==> src/rtl/scanline_irq_pkg.sv <==
package scanline_irq_pkg;
  typedef enum logic [1:0] {
    SEL_LATCH   = 2'd0,
    SEL_RELOAD  = 2'd1,
    SEL_DISABLE = 2'd2,
    SEL_ENABLE  = 2'd3
  } wr_sel_e;
endpackage

==> src/rtl/a12_edge_detect.sv <==
module a12_edge_detect (
  input  logic clk,
  input  logic rst_n,
  input  logic line_in,
  output logic rise
);
  logic prev_q;

  always_ff @(posedge clk) begin
    if (!rst_n) prev_q <= 1'b0;
    else        prev_q <= line_in;
  end

  assign rise = line_in & ~prev_q;


  rise_needs_low_chk: assert property (@(posedge clk) disable iff (!rst_n)
    rise |=> !rise);
endmodule

==> src/rtl/scanline_down_counter.sv <==
module scanline_down_counter #(
  parameter int CNT_W = 8
) (
  input  logic             clk,
  input  logic             rst_n,
  input  logic             tick,
  input  logic             latch_wr,
  input  logic             reload_wr,
  input  logic [CNT_W-1:0] latch_data,
  input  logic             zero_rule_alt,
  output logic             fire
);
  localparam logic [CNT_W-1:0] ZERO = '0;
  localparam logic [CNT_W-1:0] ONE  = {{(CNT_W-1){1'b0}}, 1'b1};

  logic [CNT_W-1:0] latch_q, cnt_q, cnt_d;
  logic             reload_q, refill;

  assign refill = (cnt_q == ZERO) || reload_q;
  assign cnt_d  = refill ? latch_q : cnt_q - ONE;

  always_ff @(posedge clk) begin
    if (!rst_n) begin
      latch_q  <= ZERO;
      cnt_q    <= ZERO;
      reload_q <= 1'b0;
    end else begin
      if (latch_wr) latch_q <= latch_data;
      if (tick)     cnt_q   <= cnt_d;
      if (reload_wr)  reload_q <= 1'b1;
      else if (tick)  reload_q <= 1'b0;
    end
  end

  assign fire = tick && (cnt_d == ZERO) && (zero_rule_alt || (cnt_q == ONE));


  cnt_hold_chk: assert property (@(posedge clk) disable iff (!rst_n)
    !$past(tick) |-> $stable(cnt_q));

  cnt_dec_chk: assert property (@(posedge clk) disable iff (!rst_n)
    ($past(tick) && $past(cnt_q) != ZERO && !$past(reload_q)) |-> cnt_q == $past(cnt_q) - ONE);

  reload_clr_chk: assert property (@(posedge clk) disable iff (!rst_n)
    (tick && !reload_wr) |=> !reload_q);

  reload_set_chk: assert property (@(posedge clk) disable iff (!rst_n)
    reload_wr |=> reload_q);
endmodule

==> src/rtl/irq_level_ctl.sv <==
module irq_level_ctl (
  input  logic clk,
  input  logic rst_n,
  input  logic fire,
  input  logic dis_wr,
  input  logic en_wr,
  output logic irq
);
  logic en_q, irq_q;

  always_ff @(posedge clk) begin
    if (!rst_n) begin
      en_q  <= 1'b0;
      irq_q <= 1'b0;
    end else begin
      if (dis_wr) begin
        en_q  <= 1'b0;
        irq_q <= 1'b0;
      end else begin
        if (en_wr)        en_q  <= 1'b1;
        if (fire && en_q) irq_q <= 1'b1;
      end
    end
  end

  assign irq = irq_q;


  ack_clears_chk: assert property (@(posedge clk) disable iff (!rst_n)
    dis_wr |=> !irq);

  irq_held_chk: assert property (@(posedge clk) disable iff (!rst_n)
    (irq && !dis_wr) |=> irq);

  irq_needs_en_chk: assert property (@(posedge clk) disable iff (!rst_n)
    $rose(irq) |-> $past(en_q));
endmodule

==> src/rtl/scanline_irq_counter.sv <==
module scanline_irq_counter #(
  parameter int CNT_W = 8
) (
  input  logic             clk,
  input  logic             rst_n,
  input  logic             wr_en,
  input  logic [1:0]       wr_sel,
  input  logic [CNT_W-1:0] wr_data,
  input  logic             vaddr_a12,
  input  logic             zero_rule_alt,
  output logic             irq
);
  import scanline_irq_pkg::*;

  logic tick, fire;
  logic latch_wr, reload_wr, dis_wr, en_wr;

  assign latch_wr  = wr_en && (wr_sel == SEL_LATCH);
  assign reload_wr = wr_en && (wr_sel == SEL_RELOAD);
  assign dis_wr    = wr_en && (wr_sel == SEL_DISABLE);
  assign en_wr     = wr_en && (wr_sel == SEL_ENABLE);

  a12_edge_detect edge_i (
    .clk(clk), .rst_n(rst_n), .line_in(vaddr_a12), .rise(tick)
  );

  scanline_down_counter #(.CNT_W(CNT_W)) cnt_i (
    .clk(clk), .rst_n(rst_n), .tick(tick), .latch_wr(latch_wr),
    .reload_wr(reload_wr), .latch_data(wr_data),
    .zero_rule_alt(zero_rule_alt), .fire(fire)
  );

  irq_level_ctl irq_i (
    .clk(clk), .rst_n(rst_n), .fire(fire), .dis_wr(dis_wr),
    .en_wr(en_wr), .irq(irq)
  );


  irq_rise_on_edge_chk: assert property (@(posedge clk) disable iff (!rst_n)
    $rose(irq) |-> $past(tick));
endmodule

==> config.mk <==
export PLATFORM = sky130hd
export DESIGN_NAME = scanline_irq_counter
export DESIGN_NICKNAME = d
export VERILOG_FILES = /design/src/rtl/scanline_irq_pkg.sv /design/src/rtl/a12_edge_detect.sv /design/src/rtl/scanline_down_counter.sv /design/src/rtl/irq_level_ctl.sv /design/src/rtl/scanline_irq_counter.sv
export SDC_FILE = /design/constraint.sdc
export NUM_CORES = 1
export LEC_CHECK = 0
export BUFFER_PORTS_ARGS = -buffer_cell sky130_fd_sc_hd__buf_2
export CAP_MARGIN = 20
export CORE_MARGIN = 2
export CORE_UTILIZATION = 50
export CTS_BUF_LIST = sky130_fd_sc_hd__clkbuf_4
export CTS_CLUSTER_SIZE = 12
export DETAILED_ROUTE_END_ITERATION = 6
export PLACE_DENSITY = 0.71
export SETUP_SLACK_MARGIN = 0.4
export SKIP_CTS_REPAIR_TIMING = 1
export SYNTH_ARGS = -nofsm -noshare
export SYNTH_HDL_FRONTEND = slang
export SYNTH_SLANG_ARGS = --single-unit
==> constraint.sdc <==
create_clock -name clk -period 1.7 [get_ports clk]
set_input_delay 0.34 -clock clk [delete_from_list [all_inputs] [get_ports clk]]
set_output_delay 0.34 -clock clk [all_outputs]
set_load 0.03 [all_outputs]
# == Yosys cells after proc, flatten, opt, wreduce, memory -nomap -nowiden ==
# Cells that the tools add are included.
# word_totals
reg_bits,20
# classes
addsub,1
eq_ne,4
mux,3
n_bitwise,3
n_reduce_logical,14
# ops
operator,n
$logic_not A8 Y1,2
$eq A8 B1 Y1 const B,1
$mux W8,1
$sub A8 B1 Y8 const B,1
$logic_and A1 B1 Y1,7
$eq A2 B2 Y1 const B,2
$eq A2 B1 Y1 const B,1
$logic_not A2 Y1,1
$logic_or A1 B1 Y1,2
$mux W1,2
$not A1 Y1,2
$reduce_bool A2 Y1,1
$reduce_or A2 Y1,1
$and A1 B1 Y1,1

# == Logic depth before layout (Yosys ltp) ==
# Gate-level depths: netlist (run 1).
# depth
word_depth,7
ltp_mapped,7
depth_no_buf,7

# == Modules after synthesis ==
# Synthesis (run 1) repeated with hierarchy kept, for this count alone.
# hier_totals
cells_unflattened,116
hier_area_um2,1092.3
# by_module_without_submodules
module,n_inst,cells_per_inst,area_each_um2
scanline_down_counter,1,102,944.7
irq_level_ctl,1,7,70.1
a12_edge_detect,1,3,40.0
scanline_irq_counter,1,4,37.5

# == Worst setup path before layout (run 1) ==
# Ideal clock, no wire load.
# synth_path
kind,reg-to-reg
from,reg cnt_i.cnt_q[0]
to,"reg irq_i.irq_q, in the netlist irq_i.irq"
setup_ns,0.084
arrival_time_ns,1.649
slack_ns,-0.033
stages_incl_launch_ff,8
path_buffers,0
synth_period_minus_slack_ns,1.733
path_cell_list,dfxtp_1 inv_1 ha_1 nor3b_4 a21oi_2 mux2i_1 nand4_1 o31ai_2
# synth_between
elab_chain_len,7
# synth_lines
item,line,source
"start, declared",scanline_down_counter.sv:16,"logic [CNT_W-1:0] latch_q, cnt_q, cnt_d;"
"start signal, assigned",scanline_down_counter.sv:29,if (tick) cnt_q <= cnt_d;
branches (longest 5 deep; another with $sub A8 B1 Y8),n/a,
$logic_and A1 B1 Y1 *,scanline_down_counter.sv:35,assign fire = tick && (cnt_d == ZERO) && (zero_rule_alt || (cnt_q == ONE));
$logic_and A1 B1 Y1 *,irq_level_ctl.sv:21,if (fire && en_q) irq_q <= 1'b1;
"end signal, assigned",irq_level_ctl.sv:14,irq_q <= 1'b0;
"end signal, assigned",irq_level_ctl.sv:18,irq_q <= 1'b0;
"end signal, assigned",irq_level_ctl.sv:21,
"end, declared",irq_level_ctl.sv:9,"logic en_q, irq_q;"
# Mark *: on every way between the ends.
# A chain may end at the register's enable or synchronous reset.

# == Final worst setup path (run 1) ==
# layout_path
from,reg cnt_i.cnt_q[1]
to,"reg irq_i.irq_q, in the netlist irq_i.irq"
# The elaborated chain is that of the path after synthesis.

==> results.json, run 1 <==
{
  "synth.yosys.seq_area_share": 0.351,
  "synthFlopType": "dfxtp_1",
  "clock-sinks": 20,
  "reg2reg_depth": 8,
  "status": "finished with violations",
  "diodes": 0,
  "arrival_ps": 2010,
  "max_freq_ghz": 0.564,
  "synth_edf_count": 0,
  "post_drt_wl_per_cell_um": 14.6,
  "finalPower_uw": 2040,
  "final_core_util": 0.640,
  "worst_r2r_startpoint": "cnt_i.cnt_q[1]",
  "core_region_area_mm2": 0.00219,
  "ys_warn_count": 0,
  "drive_gt1_frac": 0.299,
  "grt_first_pass_wirelength_mm": 4.26,
  "synth_area_leaders": "dfxtp_1 35%, mux2i_1 8.8%, nor2b_1 5.5%",
  "dieWidth_um": 51.7,
  "start_kind": "flip-flop",
  "num_vias": 1033,
  "holdPathStages": 2,
  "period_share": 1.04,
  "htreeDepth": 1,
  "holdWs_ps": 244,
  "clk-insertion-delay-late_ps": 310,
  "cts_tree": "yes",
  "globalplace.congestion": 0.882,
  "synthCells": 128,
  "crit_fanout": 6,
  "finalWorstSetupSlack_ps": -71.9,
  "io_pins": 16,
  "grt_max_degree": 22,
  "synth_top_area_cell": "dfxtp_1",
  "peakVddDrop_uv": 718,
  "fp-row-count": 17,
  "multiInputGateArea_um2": 736,
  "die-area_mm2": 0.00268,
  "seqCellArea_um2": 408,
  "final_nets": 172,
  "cts-buffers-inserted": 3,
  "cellLeakagePower_uw": 0.000547,
  "worstSetupPathType": "reg -> reg",
  "rsz0062_at_grt": "yes",
  "min_period_ps": 1770,
  "first_global_vias": 1004,
  "first_iter_violations": 9,
  "die_h_um": 51.7,
  "drv_cap": 0,
  "worst_pin_slew_ps": 499,
  "cts_root_buffer": "clkbuf_4",
  "worstHoldStart": "vaddr_a12",
  "slew_headroom": 0.665,
  "grt.overflow.total": 0,
  "violations": "setup timing",
  "syn_to_final_growth_pct": 23.1,
  "dp_hpwl_mm": 1.77,
  "n_fill_cell": 196,
  "viasPerCell": 5.68,
  "worstHoldPathType": "in -> reg",
  "slew_violations": 0,
  "antenna_left": 0,
  "fin_area_mm2": 0.00140,
  "yosys.area.top_type_share": 0.351,
  "dr.pass1.iters": 4,
  "routed_wl_mm": 2.66,
  "hold_viol_final": 0,
  "yosysMostFrequentCell": "dfxtp_1",
  "cp.required_ps": 1930,
  "critical_path.max_stage_delay_ps": 380,
  "crit_path_start": "cnt_i.cnt_q[1]",
  "final_cells": 182,
  "synth_area_per_cell_um2": 8.91,
  "cp_slowest_cell": "dfxtp_4",
  "antenna_found_initial": 0,
  "power_density_mw_per_mm2": 1450,
  "ys_async_sr_fraction": 0,
  "netlist_top_cells_count": "20 x dfxtp_1, 12 x nand2_1, 10 x mux2i_1, 10 x nor2b_1, 9 x nor2_1",
  "synth_area_mm2": 0.00114,
  "portBuffers": 15,
  "fin_skew_ps": 6.52,
  "drc": 0,
  "clkTransAtPathRegs_ps": 120,
  "initial_core_util": 0.520,
  "track_usage": 0.215,
  "clock_path_buffers": 2,
  "ys_ff_latch": 20,
  "place_area_mm2": 0.00128,
  "endpoint_kind": "flip-flop",
  "setup_viol": 2,
  "cp_cell_sequence": "inv_4 > ha_4 > nor3b_4 > buf_6 > a21oi_4 > mux2i_1 > nand4_1 > o31ai_2",
  "placed_cells": 171,
  "ys_types": 44,
  "syn_nets": 145
}
## worst paths after layout
path         slack, ps             to
min                240  edge_i.prev_q
max                -70      irq_i.irq
max reg2reg        -70      irq_i.irq
min reg2reg        490     irq_i.en_q
## critical path: cells and delay by family (launching register included)
| kind | cells | cell delay (ps) |
|---|---|---|
| AO/OA/AOI/OAI | 2 | 430 |
| adder cells (fa/ha/maj) | 1 | 150 |
| buffers and inverters | 2 | 190 |
| flip-flops | 1 | 380 |
| multiplexers | 1 | 240 |
| AND/OR/NAND/NOR | 2 | 300 |
## cells in the final DEF (no fill, tap or decap), types with 3 or more instances in the layout
cell      Yosys  final
nor2b_1      10     10
nor2_1        9      8
a31oi_1       3      3
mux2i_1      10     10
o21ai_1       1      3
a21oi_1       4      4
inv_1         6      4
clkbuf_4      0      3
nand2_1      12     11
buf_4         1     10
a21boi_0      6      4
buf_2         2     15
dfxtp_1      20     18
## per-layer routing
layer | share of wire | vias to the layer above | track usage
met5 | 0 | - | 0
met4 | 0.028 | 0 | 0.127
met3 | 0.028 | 9 | 0.0345
met2 | 0.49 | 23 | 0.374
met1 | 0.45 | 488 | 0.248
li1 | - | 513 | -
## flip-flops by register name, summed over array words and instances, names as in the netlist
register and cells:
edge_i.prev_q 1, cnt_i.cnt_q 8, irq_i.irq 1, irq_i.en_q 1, cnt_i.reload_q 1, cnt_i.latch_q 8
## cells by family (layout without fill, tap and decap cells)
group	count (synthesis)	in the layout	share of synthesized area
and+or+nand+nor	50	50	0.260
AOI/OAI and AO/OA	33	34	0.220
DFF	20	20	0.351
buffers and inverters	12	37	0.0516
muxes	10	10	0.0878
adders and majority gates	2	2	0.0220
xor gates and xnor gates	1	1	0.00769
## report_power, final
part           internal (uW)  switching [uW]  total [uW]
Clock                   85.9             151         237
Sequential               535             100         635
Combinational            590             576        1170
## metrics by stage
| stage | worst slack (ps) | setup TNS, ps |
|---|---|---|
| global route | -159 | -525 |
| detailed placement | -51.1 | -51.1 |
| finish | -71.9 | -131 |
| floorplan | 94.9 | 0 |
| global placement | 40.1 | 0 |
| CTS | -85.0 | -85.0 |
## final cells by class
class	instances	share of cell area
Sequential cell	20	0.291
Clock buffer	3	0.0161
Multi-Input combinational cell	97	0.525
Timing Repair Buffer	27	0.123
Inverter	6	0.0178
Clock inverter	1	0.00268
Tap cell	28	0.0250
No activity file was read; power rests on OpenSTA's default activity.
==> inputs of run 2 (changes only) <==
SKIP_CTS_REPAIR_TIMING = default   (was 1)
clock period = 1.6 ns   (was 1.7 ns; I/O delays follow)
==> run 2 against run 1 <==
The run still ends with setup timing left. First-iteration DRC count up 110%. Clock power up 13%. Global-route usage is 1.4 points higher. Critical endpoint is now cnt_i.cnt_q[6]. Largest cell class unchanged.
==> results.json, run 2 (synthesized netlist as in run 1, its figures left out) <==
{
  "p_seq_frac": 0.282,
  "fin_skew_ps": 13.4,
  "worstHoldPathType": "in -> reg",
  "endpoint_kind": "flip-flop",
  "r2r_setup_slack_ps": -90,
  "first_global_vias": 1075,
  "power_density_mw_per_mm2": 1570,
  "finalWorstSetupSlack_ps": -89.6,
  "final_common_cell": "buf_4",
  "holdBufCountCts": 0,
  "dr.pass1.iters": 4,
  "crit_path_start": "cnt_i.cnt_q[1]",
  "start_kind": "flip-flop",
  "slew_violations": 0,
  "initial_core_util": 0.520,
  "reg2reg_depth": 7,
  "worstHoldStart": "vaddr_a12",
  "pre_cts_ws_ps": -74.2,
  "cp_slowest_cell": "dfxtp_2",
  "cp-endpoint": "cnt_i.cnt_q[6]",
  "syn_to_final_growth_pct": 30.5,
  "worst_pin_slew_ps": 369,
  "final_nets": 181,
  "routed_wl_mm": 2.69,
  "antenna_found_initial": 0,
  "cts_root_buffer": "clkbuf_4",
  "setup_viol": 3,
  "intPower_uw": 1450,
  "drv_cap": 0,
  "clkTransAtPathRegs_ps": 120,
  "rsz0062_at_grt": "yes",
  "die_h_um": 51.7,
  "cts-buffers-inserted": 3,
  "critical_path.max_stage_delay_ps": 340,
  "drive_gt1_frac": 0.362,
  "track_usage": 0.230,
  "worstSetupPathType": "reg -> reg",
  "dp_hpwl_mm": 1.89,
  "crit_fanout": 4,
  "power.switching_uw": 887,
  "grt_first_pass_wirelength_mm": 4.50,
  "min_period_ps": 1690,
  "arrival_ps": 1950,
  "hold_viol_final": 0,
  "clk-insertion-delay-late_ps": 310,
  "dieWidth_um": 51.7,
  "portBuffers": 15,
  "viasPerCell": 5.61,
  "slew_headroom": 0.753,
  "globalplace.congestion": 0.920,
  "drc": 0,
  "comb_power_share": 0.603,
  "grt.overflow.total": 0,
  "post_drt_wl_per_cell_um": 14.1,
  "finalPower_uw": 2330,
  "layout_common_cells": "20 x buf_4, 18 x dfxtp_1, 14 x buf_2",
  "peakVddDrop_uv": 897,
  "swShare": 0.380,
  "clock_path_buffers": 2,
  "cellLeakagePower_uw": 0.000602,
  "antenna_left": 0,
  "largestRegisters": "cnt_i.cnt_q (8), cnt_i.latch_q (8)",
  "fp-row-count": 17,
  "worst_r2r_startpoint": "cnt_i.cnt_q[1]",
  "grt_max_degree": 21,
  "violations": "setup timing",
  "diodes": 0,
  "fin_area_mm2": 0.00149,
  "r2r-end": "cnt_i.cnt_q[6]",
  "io_pins": 16,
  "status": "finished with violations",
  "clockPowerShare": 0.115,
  "cp_cell_sequence": "inv_2 > ha_4 > nor3b_4 > a311oi_1 > a311o_1 > or2_1 > a21boi_2",
  "cts_tree": "yes",
  "num_vias": 1071,
  "n_fill_cell": 175,
  "core_region_area_mm2": 0.00219,
  "max_freq_ghz": 0.592,
  "htreeDepth": 1,
  "cp.required_ps": 1860,
  "place_area_mm2": 0.00134,
  "clock-sinks": 20,
  "period_share": 1.06,
  "first_iter_violations": 19,
  "die-area_mm2": 0.00268,
  "tns_ps": -144
}
## run 2: changes by cell type in the layout (fill, tap and decap cells not counted), sizes merged
cell	before	now
a21oi	6	5
clkinv	1	0
clkbuf	3	4
buf	27	37
## run 2: cell type report
type | count | area [um2] | area share
inverter | 6 | 25.0 | 0.0168
timing repair buffer | 37 | 254 | 0.171
tap | 28 | 35.0 | 0.0235
clock buffer | 4 | 30.0 | 0.0202
sequential | 20 | 405 | 0.272
multi-input combinational | 96 | 738 | 0.496
## run 2: worst min path at each step
| stage | to | cells after the start |
|---|---|---|
| final | edge_i.prev_q | 2 |
| after global routing | edge_i.prev_q | 2 |
| after floorplan | edge_i.prev_q | 1 |
| after detailed placement | irq_i.en_q | 2 |
| after CTS | edge_i.prev_q | 2 |
| after global placement | irq_i.en_q | 2 |
## run 2: per-layer routing
layer / vias up / track usage / share of wire
met1: 503 / 0.255 / 0.43
met2: 29 / 0.415 / 0.51
met4: 0 / 0.123 / 0.020
met5: - / 0 / 0
li1: 532 / - / -
met3: 7 / 0.0374 / 0.042
## run 2: repair_timing
action / CTS / global route
cloned: 0 / 0
pin swaps: 5 / 4
setup endpoints to repair: 9 / 11
gates resized for setup: 11 / 8
setup buffers: 6 / 3
## run 2: critical path, delay by kind of cell (launching register included)
kind,cells,cell delay (ps)
compound gates,3,560
fa+ha+maj,1,140
buf+inv,1,80
flops,1,340
simple gates,2,520
## run 2: stage by stage
step | hold slack [ps] | util | cells
floorplan | 442 | - | 128
global placement | 465 | 0.610 | 178
detailed placement | 465 | 0.610 | 178
CTS | 231 | 0.658 | 188
global route | 265 | 0.679 | 191
finish | 254 | 0.679 | 191
## run 2: power by group through the flow
stage | logic [uW] | registers, uW | clock network [uW]
after floorplan | 730 | 653 | 0
after global placement | 1000 | 662 | 0
after detailed placement | 1040 | 667 | 0
after CTS | 1250 | 655 | 280
after global routing | 1530 | 666 | 296
final | 1410 | 657 | 268
